## src/rtl/i2cs_pkg.sv

```systemverilog
package i2cs_pkg;
  // transaction phase of the slave
  typedef enum logic [2:0] {
    M_IDLE,
    M_ADDR,
    M_WADDR,
    M_WDATA,
    M_READ,
    M_SKIP
  } mode_t;
endpackage

```

## src/rtl/i2cs_busmon.sv

```systemverilog
// Synchronises both bus lines and derives edge and condition strobes.
module i2cs_busmon #(
  parameter int SYNC_STAGES = 2
) (
  input  logic clk,
  input  logic rst_n,
  input  logic scl_i,
  input  logic sda_i,
  output logic sda_s,
  output logic scl_rise,
  output logic scl_fall,
  output logic start_ev,
  output logic stop_ev
);
  logic [SYNC_STAGES-1:0] scl_sh, sda_sh;
  logic scl_q, sda_q, scl_s;

  always_ff @(posedge clk or negedge rst_n) begin
    if (!rst_n) begin
      scl_sh <= '1;
      sda_sh <= '1;
      scl_q  <= 1'b1;
      sda_q  <= 1'b1;
    end else begin
      scl_sh <= {scl_sh[SYNC_STAGES-2:0], scl_i};
      sda_sh <= {sda_sh[SYNC_STAGES-2:0], sda_i};
      scl_q  <= scl_s;
      sda_q  <= sda_s;
    end
  end

  assign scl_s    = scl_sh[SYNC_STAGES-1];
  assign sda_s    = sda_sh[SYNC_STAGES-1];
  assign scl_rise = scl_s & ~scl_q;
  assign scl_fall = ~scl_s & scl_q;
  assign start_ev = scl_s & scl_q & sda_q & ~sda_s;
  assign stop_ev  = scl_s & scl_q & ~sda_q & sda_s;
endmodule

```

## src/rtl/i2cs_ram.sv

```systemverilog
// Small register RAM: one write port, combinational read.
module i2cs_ram #(
  parameter int AW = 3,
  parameter int DW = 8
) (
  input  logic          clk,
  input  logic          rst_n,
  input  logic          we,
  input  logic [AW-1:0] waddr,
  input  logic [DW-1:0] wdata,
  input  logic [AW-1:0] raddr,
  output logic [DW-1:0] rdata
);
  localparam int DEPTH = 1 << AW;
  logic [DW-1:0] mem [DEPTH];

  always_ff @(posedge clk or negedge rst_n) begin
    if (!rst_n) begin
      for (int i = 0; i < DEPTH; i++) mem[i] <= '0;
    end else if (we) begin
      mem[waddr] <= wdata;
    end
  end

  assign rdata = mem[raddr];
endmodule

```

## src/rtl/i2cs_sdadrv.sv

```systemverilog
// Applies a new SDA drive value only after a hold delay from the SCL fall.
module i2cs_sdadrv #(
  parameter int HOLD_CYC = 20
) (
  input  logic clk,
  input  logic rst_n,
  input  logic load,
  input  logic val,
  input  logic clr,
  output logic oe
);
  localparam int HW = $clog2(HOLD_CYC + 1);
  logic [HW-1:0] cnt;
  logic          pv;

  always_ff @(posedge clk or negedge rst_n) begin
    if (!rst_n) begin
      cnt <= '0;
      pv  <= 1'b0;
      oe  <= 1'b0;
    end else if (clr) begin
      cnt <= '0;
      pv  <= 1'b0;
      oe  <= 1'b0;
    end else if (load) begin
      cnt <= HW'(HOLD_CYC);
      pv  <= val;
    end else if (cnt != '0) begin
      cnt <= cnt - 1'b1;
      if (cnt == HW'(1)) oe <= pv;
    end
  end
endmodule

```

## src/rtl/i2cs_regfile.sv

```systemverilog
module i2cs_regfile
  import i2cs_pkg::*;
#(
  parameter logic [6:0] DEV_ADDR    = 7'h52,
  parameter int         AW          = 3,
  parameter int         HOLD_CYC    = 20,
  parameter int         SYNC_STAGES = 2
) (
  input  logic clk,
  input  logic rst_n,
  input  logic scl_i,
  input  logic sda_i,
  output logic sda_oe
);
  localparam logic [3:0] SLOT_ACK = 4'd8;
  localparam logic [3:0] SLOT_END = 4'd9;

  logic sda_s, scl_rise, scl_fall, start_ev, stop_ev;
  mode_t mode;
  logic [3:0]    cnt;
  logic [7:0]    sh, tx, rdata;
  logic          rw, mack, pend, addr_hit, active;
  logic          byte_done, ack_end, bit_fall, ram_we;
  logic [AW-1:0] ptr, raddr;

  i2cs_busmon #(.SYNC_STAGES(SYNC_STAGES)) u_mon (
    .clk(clk), .rst_n(rst_n), .scl_i(scl_i), .sda_i(sda_i),
    .sda_s(sda_s), .scl_rise(scl_rise), .scl_fall(scl_fall),
    .start_ev(start_ev), .stop_ev(stop_ev)
  );

  assign active    = (mode != M_IDLE) && (mode != M_SKIP);
  assign addr_hit  = (sh[7:1] == DEV_ADDR);
  assign byte_done = active && scl_fall && (cnt == SLOT_ACK);
  assign ack_end   = active && scl_fall && (cnt == SLOT_END);
  assign bit_fall  = active && scl_fall && (cnt != 4'd0) && (cnt < SLOT_ACK);
  assign ram_we    = ack_end && (mode == M_WDATA);
  assign raddr     = (mode == M_READ) ? AW'(ptr + 1'b1) : ptr;

  i2cs_ram #(.AW(AW), .DW(8)) u_ram (
    .clk(clk), .rst_n(rst_n), .we(ram_we), .waddr(ptr), .wdata(sh),
    .raddr(raddr), .rdata(rdata)
  );

  // drive level for the bit slot that follows this SCL fall
  always_comb begin
    pend = 1'b0;
    if (byte_done)
      pend = (mode == M_ADDR && addr_hit) || (mode == M_WADDR) || (mode == M_WDATA);
    else if (ack_end)
      pend = ((mode == M_ADDR && rw) || (mode == M_READ && mack)) && !rdata[7];
    else if (bit_fall && mode == M_READ)
      pend = !tx[6];
  end

  i2cs_sdadrv #(.HOLD_CYC(HOLD_CYC)) u_drv (
    .clk(clk), .rst_n(rst_n), .load(scl_fall), .val(pend),
    .clr(start_ev | stop_ev), .oe(sda_oe)
  );

  always_ff @(posedge clk or negedge rst_n) begin
    if (!rst_n) begin
      mode <= M_IDLE;
      cnt  <= '0;
      sh   <= '0;
      tx   <= '0;
      rw   <= 1'b0;
      mack <= 1'b0;
      ptr  <= '0;
    end else if (start_ev) begin
      mode <= M_ADDR;
      cnt  <= '0;
    end else if (stop_ev) begin
      mode <= M_IDLE;
      cnt  <= '0;
    end else if (active) begin
      if (scl_rise) begin
        if (cnt < SLOT_ACK) sh <= {sh[6:0], sda_s};
        if (cnt == SLOT_ACK) mack <= ~sda_s;
        if (cnt < SLOT_END) cnt <= cnt + 1'b1;
      end
      if (byte_done && mode == M_ADDR) begin
        if (addr_hit) rw <= sh[0];
        else          mode <= M_SKIP;
      end
      if (bit_fall && mode == M_READ) tx <= {tx[6:0], 1'b0};
      if (ack_end) begin
        cnt <= '0;
        case (mode)
          M_ADDR: begin
            mode <= rw ? M_READ : M_WADDR;
            if (rw) tx <= rdata;
          end
          M_WADDR: begin
            ptr  <= sh[AW-1:0];
            mode <= M_WDATA;
          end
          M_WDATA: ptr <= ptr + 1'b1;
          M_READ: begin
            if (mack) begin
              ptr <= ptr + 1'b1;
              tx  <= rdata;
            end else begin
              mode <= M_SKIP;
            end
          end
          default: ;
        endcase
      end
    end
  end
endmodule

```

## config.mk

```make
export PLATFORM = sky130hd
export DESIGN_NAME = i2cs_regfile
export DESIGN_NICKNAME = d
export VERILOG_FILES = /design/src/rtl/i2cs_pkg.sv /design/src/rtl/i2cs_busmon.sv /design/src/rtl/i2cs_ram.sv /design/src/rtl/i2cs_sdadrv.sv /design/src/rtl/i2cs_regfile.sv
export SDC_FILE = /design/constraint.sdc
export NUM_CORES = 1
export LEC_CHECK = 0
export CAP_MARGIN = 5
export CORE_UTILIZATION = 45
export CTS_BUF_LIST = sky130_fd_sc_hd__clkbuf_8
export DETAILED_ROUTE_END_ITERATION = 6
export DONT_BUFFER_PORTS = 1
export SYNTH_ARGS = -nofsm -noshare
export SYNTH_HDL_FRONTEND = slang
export SYNTH_SLANG_ARGS = --single-unit
```

## constraint.sdc

```tcl
create_clock -name clk -period 6 [get_ports clk]
set_input_delay 1.2 -clock clk [delete_from_list [all_inputs] [get_ports clk]]
set_output_delay 1.2 -clock clk [all_outputs]
set_load 0.005 [all_outputs]
```

# After elaboration in Yosys (flattened, before gate mapping)
# Cells that the tools add are included.
[word_totals] regBits=105 out_inout_bits=1 wordCells=135
[op_classes] add_sub_neg=3 n_lt_le_gt_ge=5 n_eq_ne=11 mux=41 n_bitwise=16 reduce_logical=37
[ops] cell="64-bit bitwise mux" count=1
[ops] cell="8-bit two-way mux" count=7
[ops] cell="3-bit two-way mux" count=10
[ops] cell="8-bit binary-select mux with 3-bit select" count=1
[ops] cell="8-bit demux with 3-bit select" count=1
[ops] cell="4-bit two-way mux" count=6
[ops] cell="3-bit one-hot mux with 3 select lines" count=2
[ops] cell="8-bit one-hot mux with 2 select lines" count=1
[ops] cell="5-bit two-way mux" count=3
[ops] cell="5-bit AND reduction" count=3
[ops] cell="1-bit logical AND" count=14
[ops] cell="3-bit nonzero test" count=4
[ops] cell="4-bit nonzero test" count=3
[ops] cell="1-bit two-way mux" count=9
[ops] cell="3-bit AND reduction" count=3
[ops] cell="4-bit equality test, second input constant" count=2
[ops] cell="4-bit >= comparator, second input constant" count=2
[ops] cell="4-bit less-than comparator, second input constant" count=2
[ops] cell="3-bit inverter with 4-bit output" count=2
[ops] cell="1-bit AND" count=7
[ops] cell="7-bit equality test, second input constant" count=1
[ops] cell="3-bit by 2-bit equality test with 1-bit output, second input constant" count=2
[ops] cell="1-bit inverter" count=6
[ops] cell="6-bit AND reduction" count=1
[ops] cell="15 further kinds" count=20

# Depth between registers and ports, before layout
# Gate-level depths: netlist of the first run.
[logic_depth] word_depth=12 mapped_depth=8

# Hierarchy
# Synthesis of the first run repeated with hierarchy kept, for this count alone.
[hier_totals] hier_cells=366 area_unflattened_um2=5131.2
[modules_own_cells] module="i2cs_ram" instances=1 cells_each=172 area_per_inst_um2=2992.9
[modules_own_cells] module="i2cs_regfile" instances=1 cells_each=150 area_per_inst_um2=1584.0
[modules_own_cells] module="i2cs_sdadrv" instances=1 cells_each=34 area_per_inst_um2=364.1
[modules_own_cells] module="i2cs_busmon" instances=1 cells_each=10 area_per_inst_um2=190.2

# Worst setup path before layout of the first run
# No wires, ideal clock.
[synth_timing] path_type="register to register" startpoint="register cnt[1]" endpoint="register u_ram.mem[56] (netlist bit)" t_arrival_ps=2048 t_required_ps=5875 setup_slack_ps=3827 stages_incl_launch_ff=8 synth_period_minus_slack_ps=2173 path_cell_list="dfrtp_1 inv_1 ha_1 nand3b_1 nor2_1 nand4_1 nor3_2 mux2_2"
[synth_via] elab_chain_len=3
[synth_lines] item="start, declared" line="i2cs_regfile.sv:20" rtl="logic [3:0] cnt;"
[synth_lines] item="start signal, assigned" line="i2cs_regfile.sv:80" rtl="if (cnt < SLOT_END) cnt <= cnt + 1'b1;"
[synth_lines] item="4-bit equality test" line="i2cs_regfile.sv:35" rtl="assign ack_end = active && scl_fall && (cnt == SLOT_END);"
[synth_lines] item="1-bit logical AND" line="i2cs_regfile.sv:35"
[synth_lines] item="1-bit logical AND" line="i2cs_regfile.sv:37" rtl="assign ram_we = ack_end && (mode == M_WDATA);"
[synth_lines] item="end signal, assigned by index" line="i2cs_ram.sv:21" rtl="mem[waddr] <= wdata;"
[synth_lines] item="end, declared" line="i2cs_ram.sv:15" rtl="logic [DW-1:0] mem [DEPTH];"
# No other way between the ends.
# A chain may end at the register's enable or synchronous reset.

# Final worst setup path of the first run
[layout_timing] startpoint="register ptr[0]" endpoint="register tx[6]"
[layout_via] elab_chain_len=9
[layout_lines] item="start, declared" line="i2cs_regfile.sv:24" rtl="logic [AW-1:0] ptr, raddr;"
[layout_lines] item="start signal, assigned" line="i2cs_regfile.sv:95" rtl="ptr <= sh[AW-1:0];"
[layout_lines] item="start signal, assigned" line="i2cs_regfile.sv:98" rtl="M_WDATA: ptr <= ptr + 1'b1;"
[layout_lines] item="start signal, assigned" line="i2cs_regfile.sv:101" rtl="ptr <= ptr + 1'b1;"
[layout_lines] item="3-bit by 1-bit adder with 3-bit output" line="i2cs_regfile.sv:38" rtl="assign raddr = (mode == M_READ) ? AW'(ptr + 1'b1) : ptr;"
[layout_lines] item="3-bit two-way mux (*)" line="i2cs_regfile.sv:38"
[layout_lines] item="3-bit inverter with 4-bit output (not written as such) (*)" line="i2cs_ram.sv:25" rtl="assign rdata = mem[raddr];"
[layout_lines] item="8-bit binary-select mux with 3-bit select (*)" line="i2cs_ram.sv:25"
[layout_lines] item="8-bit two-way mux (not written as such) (*) (2 in a row)" line="i2cs_ram.sv:25"
[layout_lines] item="8-bit two-way mux, on equally long branches" line="i2cs_regfile.sv:100, i2cs_regfile.sv:92"
[layout_lines] item="8-bit one-hot mux with 2 select lines (*)" line="i2cs_regfile.sv:89" rtl="case (mode)"
[layout_lines] item="8-bit two-way mux (*)" line="i2cs_regfile.sv:87" rtl="if (ack_end) begin"
[layout_lines] item="end signal, assigned" line="i2cs_regfile.sv:86" rtl="if (bit_fall && mode == M_READ) tx <= {tx[6:0], 1'b0};"
[layout_lines] item="end signal, assigned" line="i2cs_regfile.sv:92" rtl="if (rw) tx <= rdata;"
[layout_lines] item="end signal, assigned" line="i2cs_regfile.sv:102" rtl="tx <= rdata;"
[layout_lines] item="end, declared" line="i2cs_regfile.sv:21" rtl="logic [7:0] sh, tx, rdata;"
# Mark *: on every way between the ends. The rest lies on a longest branch, timed or not. The select of a mux whose other input is x is not followed.

==> impl_metrics.ini, run 1 <==
[worst_setup_path]
cp_cell_sequence = ha_1, xnor2_1, nand2_1, o21ai_0, a31oi_1, a31o_2
critPathBufInv = 0
rr_worst_depth = 6
crit_fanout = 25
critPathTopFamily = compound AO/OA/AOI/OAI gates
worst-path-stages = 6
critPathKind = reg -> reg
end_kind = flip-flop
startpoint = ptr[0]
slowest_delay_ns = 0.72
r2r_start = ptr[0]
r2r_slack_ns = 3.04
cp_slowest_cell = dfrtp_1
critPathCapture = tx[6]
cp-start-kind = flip-flop
rr_endpoint = tx[6]
cp.required_ns = 6.29
critPathArrivalTime_ns = 3.25

[synthesis]
synthAdderAreaFrac_pct = 1.634
ys_types = 63
synth_cells = 488
synth_xor_area_share_pct = 1.610
synth.largest_area_cell = dfrtp_1
synth_top_cell_area_share_pct = 45.74
netlist_area_mm2 = 0.005361
synth_edf_count = 0
yosysSeqAreaShare_pct = 48.68
synth_top_family_by_area = multiplexers
synthMuxAreaShare_pct = 19.53
yosysWarnings = 0
synth_nets = 499
ys_seq_elements = 104
synthArstFlopShare_pct = 100.0
synth_area_per_cell_um2 = 10.99
synthFlopType = dfrtp_1
synth_simple_gate_area_share_pct = 14.59
synth_compound_area_share_pct = 11.09
synthTopCellsByArea = dfrtp_1 (46%), mux2_2 (15%), mux2i_1 (3.9%), nand2_1 (3.5%), dfstp_2 (2.9%)

[final_layout]
fin_cells = 621
antenna_cells = 0
fin_util_pct = 49.05
seq_area_mm2 = 0.002610
fillers = 1042
fin_area_mm2 = 0.005649
nets = 484
drive_above_1_share_pct = 23.43
final_common_cell = dfrtp_1
final_cell_mix = dfrtp_1 (98), mux2_2 (73), nand2_1 (50)
synthToLayoutAreaGrowth_pct = 5.368
multi_input_area_mm2 = 0.002597

[clocking]
cts_tree = built
ctsHoldBuffers = 0
cts-resized-gates = 0
htree_num_levels = 3
clockRootBuffer = clkbuf_8
cts_setup_buffers = 0
clock_latency_ns = 0.39
cts_made_buffers = 9
cts_sinks = 104
clk_pin_slew_worst_paths_ns = 0.10
clockBufferDepth = 2

[sta]
fmax_mhz = 338.1
worst_pin_slew_ns = 0.8849
finClkSkew_ns = 0.01025
hold_violations = 0
grt_setup_unrepaired = false
finalSetupViolations = 0
final.min_clock_period_ns = 2.958
hold_slack_ns = 0.3600
drv_slew = 0
tns_ns = 0
max_slew_margin_pct = 41.01
fin_crit_sh_pct = 49.29

[grt]
grt.overflow.total = 0
antenna_found_initial = 0
track_usage_pct = 21.11
grt_pass1_vias = 3706
grt_max_degree = 105
grt_pass1_wl_um = 19920

[placement]
place_area_mm2 = 0.005443
io_buffer_count = 0
gp_congestion = 0.9232
dpl.hpwl_um = 8171
dpl.cell_count = 605

[route]
final_antenna_net_count = 0
drt_iter0_markers = 274
wl_um = 11950
vias = 3730
wl_per_cell_um = 19.25
first_pass_iters = 5
drc = 0
vias_per_cell = 6.006

[floorplanning]
die_w_um = 111.2
num_io_pins = 5
dieArea_mm2 = 0.01235
dieHeight_um = 111.2
coreArea_mm2 = 0.01152
initial_utilization_pct = 46.56
rows = 39

[pwr]
p_per_area_mw_per_mm2 = 264.5
leakage_nw = 2.414
ir_worst_vdd_mv = 0.2297

[run_status]
status = finished clean

[worst_hold_path]
holdCritPathClass = reg -> reg

[run]
max_cap_violations = 0
-- cell type report --
type	count	share of cell area, %
clock buffers	11	2.680
clock inverters	5	0.9745
inverters	11	0.7309
multi-input cells	345	45.98
flip-flops and latches	104	46.20
well taps	143	3.167
repair buffers	2	0.2658
-- routing by layer --
layer  part of all wire, %  vias to the layer above  track usage, %
met5                     0                        -               0
met4                   2.3                        0           9.279
met3                   3.9                       21           4.647
met2                    47                       73           33.00
met1                    46                     1899           28.21
li1                      -                     1737               -
-- worst min path at each step --
stage,from,cells after the start,endpoint
6_report,u_mon.scl_sh[0],0,u_mon.scl_sh[1]
5_1_grt,u_mon.scl_sh[0],0,u_mon.scl_sh[1]
4_1_cts,u_mon.scl_sh[0],0,u_mon.scl_sh[1]
3_5_place_dp,u_mon.scl_sh[0],0,u_mon.scl_sh[1]
3_3_place_gp,u_mon.sda_sh[0],0,u_mon.sda_sh[1]
2_1_floorplan,u_mon.scl_sh[0],0,u_mon.scl_sh[1]
-- cells by family after synthesis --
kind of cell,after synthesis
compound gates,84
fa+ha+maj,7
buf+inv,39
flops,104
simple gates,150
mux,95
xor+xnor,9
-- worst register-to-register path, delay by kind of cell, from the launching register on --
family | cells | cell delay, ns
AO/OA/AOI/OAI | 3 | 1.14
XOR/XNOR | 1 | 0.43
adder cells (fa/ha/maj) | 1 | 0.44
flip-flops | 1 | 0.72
AND/OR/NAND/NOR | 1 | 0.13
-- synth_stat cells (all sizes together), types with 7 or more instances --
| library cell | instances |
|---|---|
| mux2 | 74 |
| nand3 | 18 |
| inv | 11 |
| nand2 | 50 |
| nor2 | 24 |
| clkbuf | 22 |
| o21ai | 20 |
| a21oi | 14 |
| ha | 7 |
| dfrtp | 98 |
| nand4 | 8 |
| nand2b | 15 |
| mux2i | 21 |
-- per-stage QoR --
step | total power [mW] | setup slack [ns]
finish | 1.494 | 3.042
CTS | 1.513 | 3.138
floorplan | 0.9807 | 3.827
detailed placement | 1.054 | 3.149
global placement | 1.046 | 3.136
global route | 1.571 | 2.739
-- flip-flops by register name, indices dropped and copies added, names as in the netlist --
signal / flops
u_ram.mem: 64
u_mon.sda_sh: 2
u_mon.sda_q: 1
mode: 3
u_drv.oe: 1
u_drv.cnt: 5
u_mon.scl_sh: 2
cnt: 4
tx: 7
u_drv.pv: 1
rw: 1
mack: 1
ptr: 3
u_mon.scl_q: 1
sh: 8
-- report_power, final --
group	internal [mW]	total, mW	switching, mW
Clock	0.215	0.459	0.244
Sequential	0.752	0.879	0.127
Combinational	0.0834	0.156	0.0722
No activity file was read; power rests on OpenSTA's default activity.
==> run 2, diff against run 1 <==
Clock period 6 ns to 2.53 ns, I/O delays scaled along.
==> run 2 against run 1 <==
Effect of this change: the flow now finishes with violations (negative hold slack); clock power increased by 110%; critical path depth decreased by 1; combinational power increased to 3.4 times the previous value; sequential share of layout area decreased by 1.1 points; wire length increased by 3.0%; sequential cell count unchanged; core utilization increased by 1.2 points; non-clock buffer count increased by 23; first-iteration DRC count decreased by 6.2%; total power increased by 130%; register-to-register slack got worse by 2.8 ns; hold slack got worse by 0.56 ns; critical path type unchanged; largest cell class unchanged.
==> impl_metrics.ini, run 2 (same netlist as run 1, synthesis figures left out) <==
[run_status]
status = finished, violations left
violations = negative hold slack

[sta]
drv_slew = 0
hold_violations = 104
hold_slack_ns = -0.1989
max_slew_margin_pct = 56.02
worst_pin_slew_ns = 0.6508
finalSetupViolations = 0
fin_crit_sh_pct = 91.32
tns_ns = 0
final.min_clock_period_ns = 2.310
finalWorstSetupSlack_ns = 0.2196
finClkSkew_ns = 0.01886
fmax_mhz = 432.8
grt_setup_unrepaired = false

[route]
vias_per_cell = 5.953
final_antenna_net_count = 0
wl_um = 12320
drc = 0
drt_iter0_markers = 257
first_pass_iters = 5
wl_per_cell_um = 19.19
vias = 3822

[worst_setup_path]
critPathBufInv = 0
cp.required_ns = 2.82
slowest_delay_ns = 0.72
rr_endpoint = tx[1]
cp_slowest_cell = or3b_2
r2r_start = mode[1]
cp_cell_sequence = or3b_2, nor3_1, or2_1, nand3_1, a31o_2
crit_fanout = 17
rr_worst_depth = 5
r2r_slack_ns = 0.22
critPathKind = reg -> reg
end_kind = flip-flop
critPathTopFamily = simple AND/OR/NAND/NOR gates
critPathArrivalTime_ns = 2.60
cp-start-kind = flip-flop

[floorplanning]
coreArea_mm2 = 0.01152
die_w_um = 111.2
initial_utilization_pct = 46.56
rows = 39
dieArea_mm2 = 0.01235
num_io_pins = 5
dieHeight_um = 111.2

[final_layout]
largest_reg_flops = 64
largest-register = u_ram.mem
antenna_cells = 0
final_cell_mix = dfrtp_1 (98), mux2_2 (73), nand2_1 (50)
drive_above_1_share_pct = 27.05
nets = 507
fillers = 1043
reg.largest.list = u_ram.mem x64, sh x8, tx x7
final_common_cell = dfrtp_1
synthToLayoutAreaGrowth_pct = 8.005
fin_util_pct = 50.28
fin_area_mm2 = 0.005791

[clocking]
cts_made_buffers = 9
clk_pin_slew_worst_paths_ns = 0.09
cts_tree = built
cts_setup_buffers = 0
cts_sinks = 104
htree_num_levels = 3
clockRootBuffer = clkbuf_8
clock_latency_ns = 0.40
clockBufferDepth = 2

[placement]
dp_slack_ns = 0.2591
dpl.hpwl_um = 8576
gp_congestion = 0.8687
io_buffer_count = 0
place_area_mm2 = 0.005615

[pwr]
p_per_area_mw_per_mm2 = 604.2
leakage_nw = 2.513
ir_worst_vdd_mv = 0.4215
finalPower_mw = 3.499

[grt]
grt_pass1_wl_um = 20520
grt_pass1_vias = 3789
track_usage_pct = 21.75
grt.overflow.total = 0
grt_max_degree = 105
antenna_found_initial = 0

[worst_hold_path]
holdCritPathClass = in -> async

[run]
max_cap_violations = 0
## run 2: worst max-delay path by stage
stage	end	start	depth (start not counted)	slack, ns
finish	tx[1]	mode[1]	5	0.22
global route	u_ram.mem[28]	cnt[1]	7	0.11
CTS	u_ram.mem[19]	cnt[1]	7	0.26
detailed placement	tx[1]	mode[1]	5	0.26
global placement	tx[1]	mode[1]	5	0.25
floorplan	u_ram.mem[56]	cnt[1]	7	0.36
## run 2: final cells by class
class,instances,area (um^2),share of cell area (%)
clock buffer,10,137.6,2.377
clock inverter,4,37.54,0.6482
inverter,11,41.29,0.7131
multi-input combinational,345,2597,44.86
sequential,104,2610,45.07
tap,143,178.9,3.090
timing repair buffer,25,187.7,3.241
## run 2: what timing repair did
action	CTS	global route
gates resized for setup	0	0
setup endpoints to repair	0	0
endpoints found under the hold margin	104	104
## run 2: metal layers
layer	vias up	track usage (%)	wire length (um)
met5	-	0	0
met4	0	7.838	256
met3	19	4.374	544
met2	97	35.85	6050
met1	1922	28.45	5466
li1	1784	-	-
## run 2: stage by stage
step	hold WS, ns	instances
6_report	-0.1989	642
5_1_grt	-0.2270	642
4_1_cts	-0.2247	642
3_5_place_dp	0.2128	628
3_3_place_gp	0.2126	628
2_1_floorplan	0.2104	488
## run 2: power by group
| part | switching, mW | internal [mW] | total [mW] |
|---|---|---|---|
| Combinational | 0.296 | 0.242 | 0.538 |
| Sequential | 0.192 | 1.79 | 1.98 |
| Clock | 0.592 | 0.390 | 0.982 |
==> run 3, diff against run 2 <==
Settings changed: MAX_ROUTING_LAYER from default to met4.
==> run 3 against run 2 <==
Effect of this change: sequential power about the same; die area unchanged; highest routed layer unchanged; count of clock-buffer cells in the layout unchanged; global-route usage increased by 0.72 points; largest power group unchanged; largest cell class unchanged; first-iteration DRC count increased by 7.0%; the run still ends with negative hold slack left; sequential cell count unchanged; design area unchanged; final cell count unchanged.
==> impl_metrics.ini, run 3 (same netlist as run 1, synthesis figures left out) <==
[final_layout]
fin_area_mm2 = 0.005791
fin_util_pct = 50.28
final_common_cell = dfrtp_1
largest_reg_flops = 64
drive_above_1_share_pct = 27.05
synthToLayoutAreaGrowth_pct = 8.005
largest-register = u_ram.mem
nets = 507
fin_cells = 642
antenna_cells = 0
final_cell_mix = dfrtp_1 (98), mux2_2 (73), nand2_1 (50)
reg.largest.list = u_ram.mem x64, sh x8, tx x7

[clocking]
clockBufferDepth = 2
cts-resized-gates = 0
htree_num_levels = 3
clk_pin_slew_worst_paths_ns = 0.09
cts_made_buffers = 9
cts_sinks = 104
clockRootBuffer = clkbuf_8
cts_setup_buffers = 0
cts_tree = built
clock_latency_ns = 0.40

[floorplanning]
initial_utilization_pct = 46.56
dieArea_mm2 = 0.01235
rows = 39
num_io_pins = 5
coreArea_mm2 = 0.01152
dieHeight_um = 111.2
die_w_um = 111.2

[run_status]
violations = negative hold slack
status = finished, violations left

[placement]
dpl.cell_count = 628
place_area_mm2 = 0.005615
gp_congestion = 0.8829
dpl.hpwl_um = 8576
io_buffer_count = 0

[route]
vias = 3798
first_pass_iters = 5
wl_per_cell_um = 19.12
drc = 0
final_antenna_net_count = 0
vias_per_cell = 5.916
drt_iter0_markers = 275
wl_um = 12270

[sta]
hold_slack_ns = -0.2009
hold_violations = 104
tns_ns = 0
fin_crit_sh_pct = 90.95
drv_slew = 0
finClkSkew_ns = 0.01650
max_slew_margin_pct = 57.11
grt_setup_unrepaired = false
finalSetupViolations = 0
worst_pin_slew_ns = 0.6347
final.min_clock_period_ns = 2.301
fmax_mhz = 434.6

[grt]
grt_pass1_wl_um = 20540
grt_pass1_vias = 3786
grt.overflow.total = 0
grt_max_degree = 105
track_usage_pct = 22.46
antenna_found_initial = 0

[pwr]
ir_worst_vdd_mv = 0.4216
p_per_area_mw_per_mm2 = 603.1
leakage_nw = 2.513

[worst_hold_path]
holdCritPathClass = in -> async

[worst_setup_path]
critPathArrivalTime_ns = 2.59
crit_fanout = 17
critPathKind = reg -> reg
end_kind = flip-flop
cp-start-kind = flip-flop
cp.required_ns = 2.82

[run]
max_cap_violations = 0
[run 3: report_power, final]
group          switching (mW)  total (mW)  leakage (nW)  internal [mW]
registers               0.192        1.98          1.40           1.79
clock network           0.588       0.978        0.0911          0.390
logic                   0.294       0.536          1.02          0.242
[run 3: final timing paths]
| kind | startpoint | slack (ns) | endpoint | cells after the start |
|---|---|---|---|---|
| worst min register to register | u_mon.scl_sh[0] | 0.36 | u_mon.scl_sh[1] | 0 |
| min in group clk | sda_i | 0.10 | u_mon.sda_sh[0] | 0 |
| worst min-delay path | rst_n | -0.20 | u_drv.cnt[2] | 0 |
| worst max-delay path | mode[1] | 0.23 | tx[1] | 5 |
| max in group asynchronous | rst_n | 2.53 | u_mon.sda_sh[1] | 0 |
| worst max register to register | mode[1] | 0.23 | tx[1] | 5 |
[run 3: critical path, stage by stage (launching register included)]
cell and delay [ns]:
dfrtp_1 0.55, or3b_2 0.72, nor3_1 0.31, or2_1 0.27, nand3_1 0.11, a31o_2 0.24
[run 3: final cells by class]
class	instances	area, um^2
fillers	1043	5725
well taps	143	178.9
multi-input cells	345	2597
inverters	11	41.29
clock inverters	4	37.54
repair buffers	25	187.7
flip-flops and latches	104	2610
clock buffers	10	137.6
[run 3: per-stage QoR]
stage               hold WS, ns  worst slack [ns]  power, mW
CTS                     -0.2247            0.2581      3.536
floorplan                0.2104            0.3571      2.326
finish                  -0.2009            0.2288      3.492
global placement         0.2126            0.2533      2.520
global route            -0.2323            0.1059      3.684
detailed placement       0.2128            0.2591      2.553
[run 3: routing by layer]
layer	GRT usage, %	vias to the layer above	part of all wire (%)
met5	-	-	0
met4	7.838	0	1.8
met3	4.702	16	4.3
met2	35.93	90	49
met1	28.38	1907	45
li1	-	1785	-
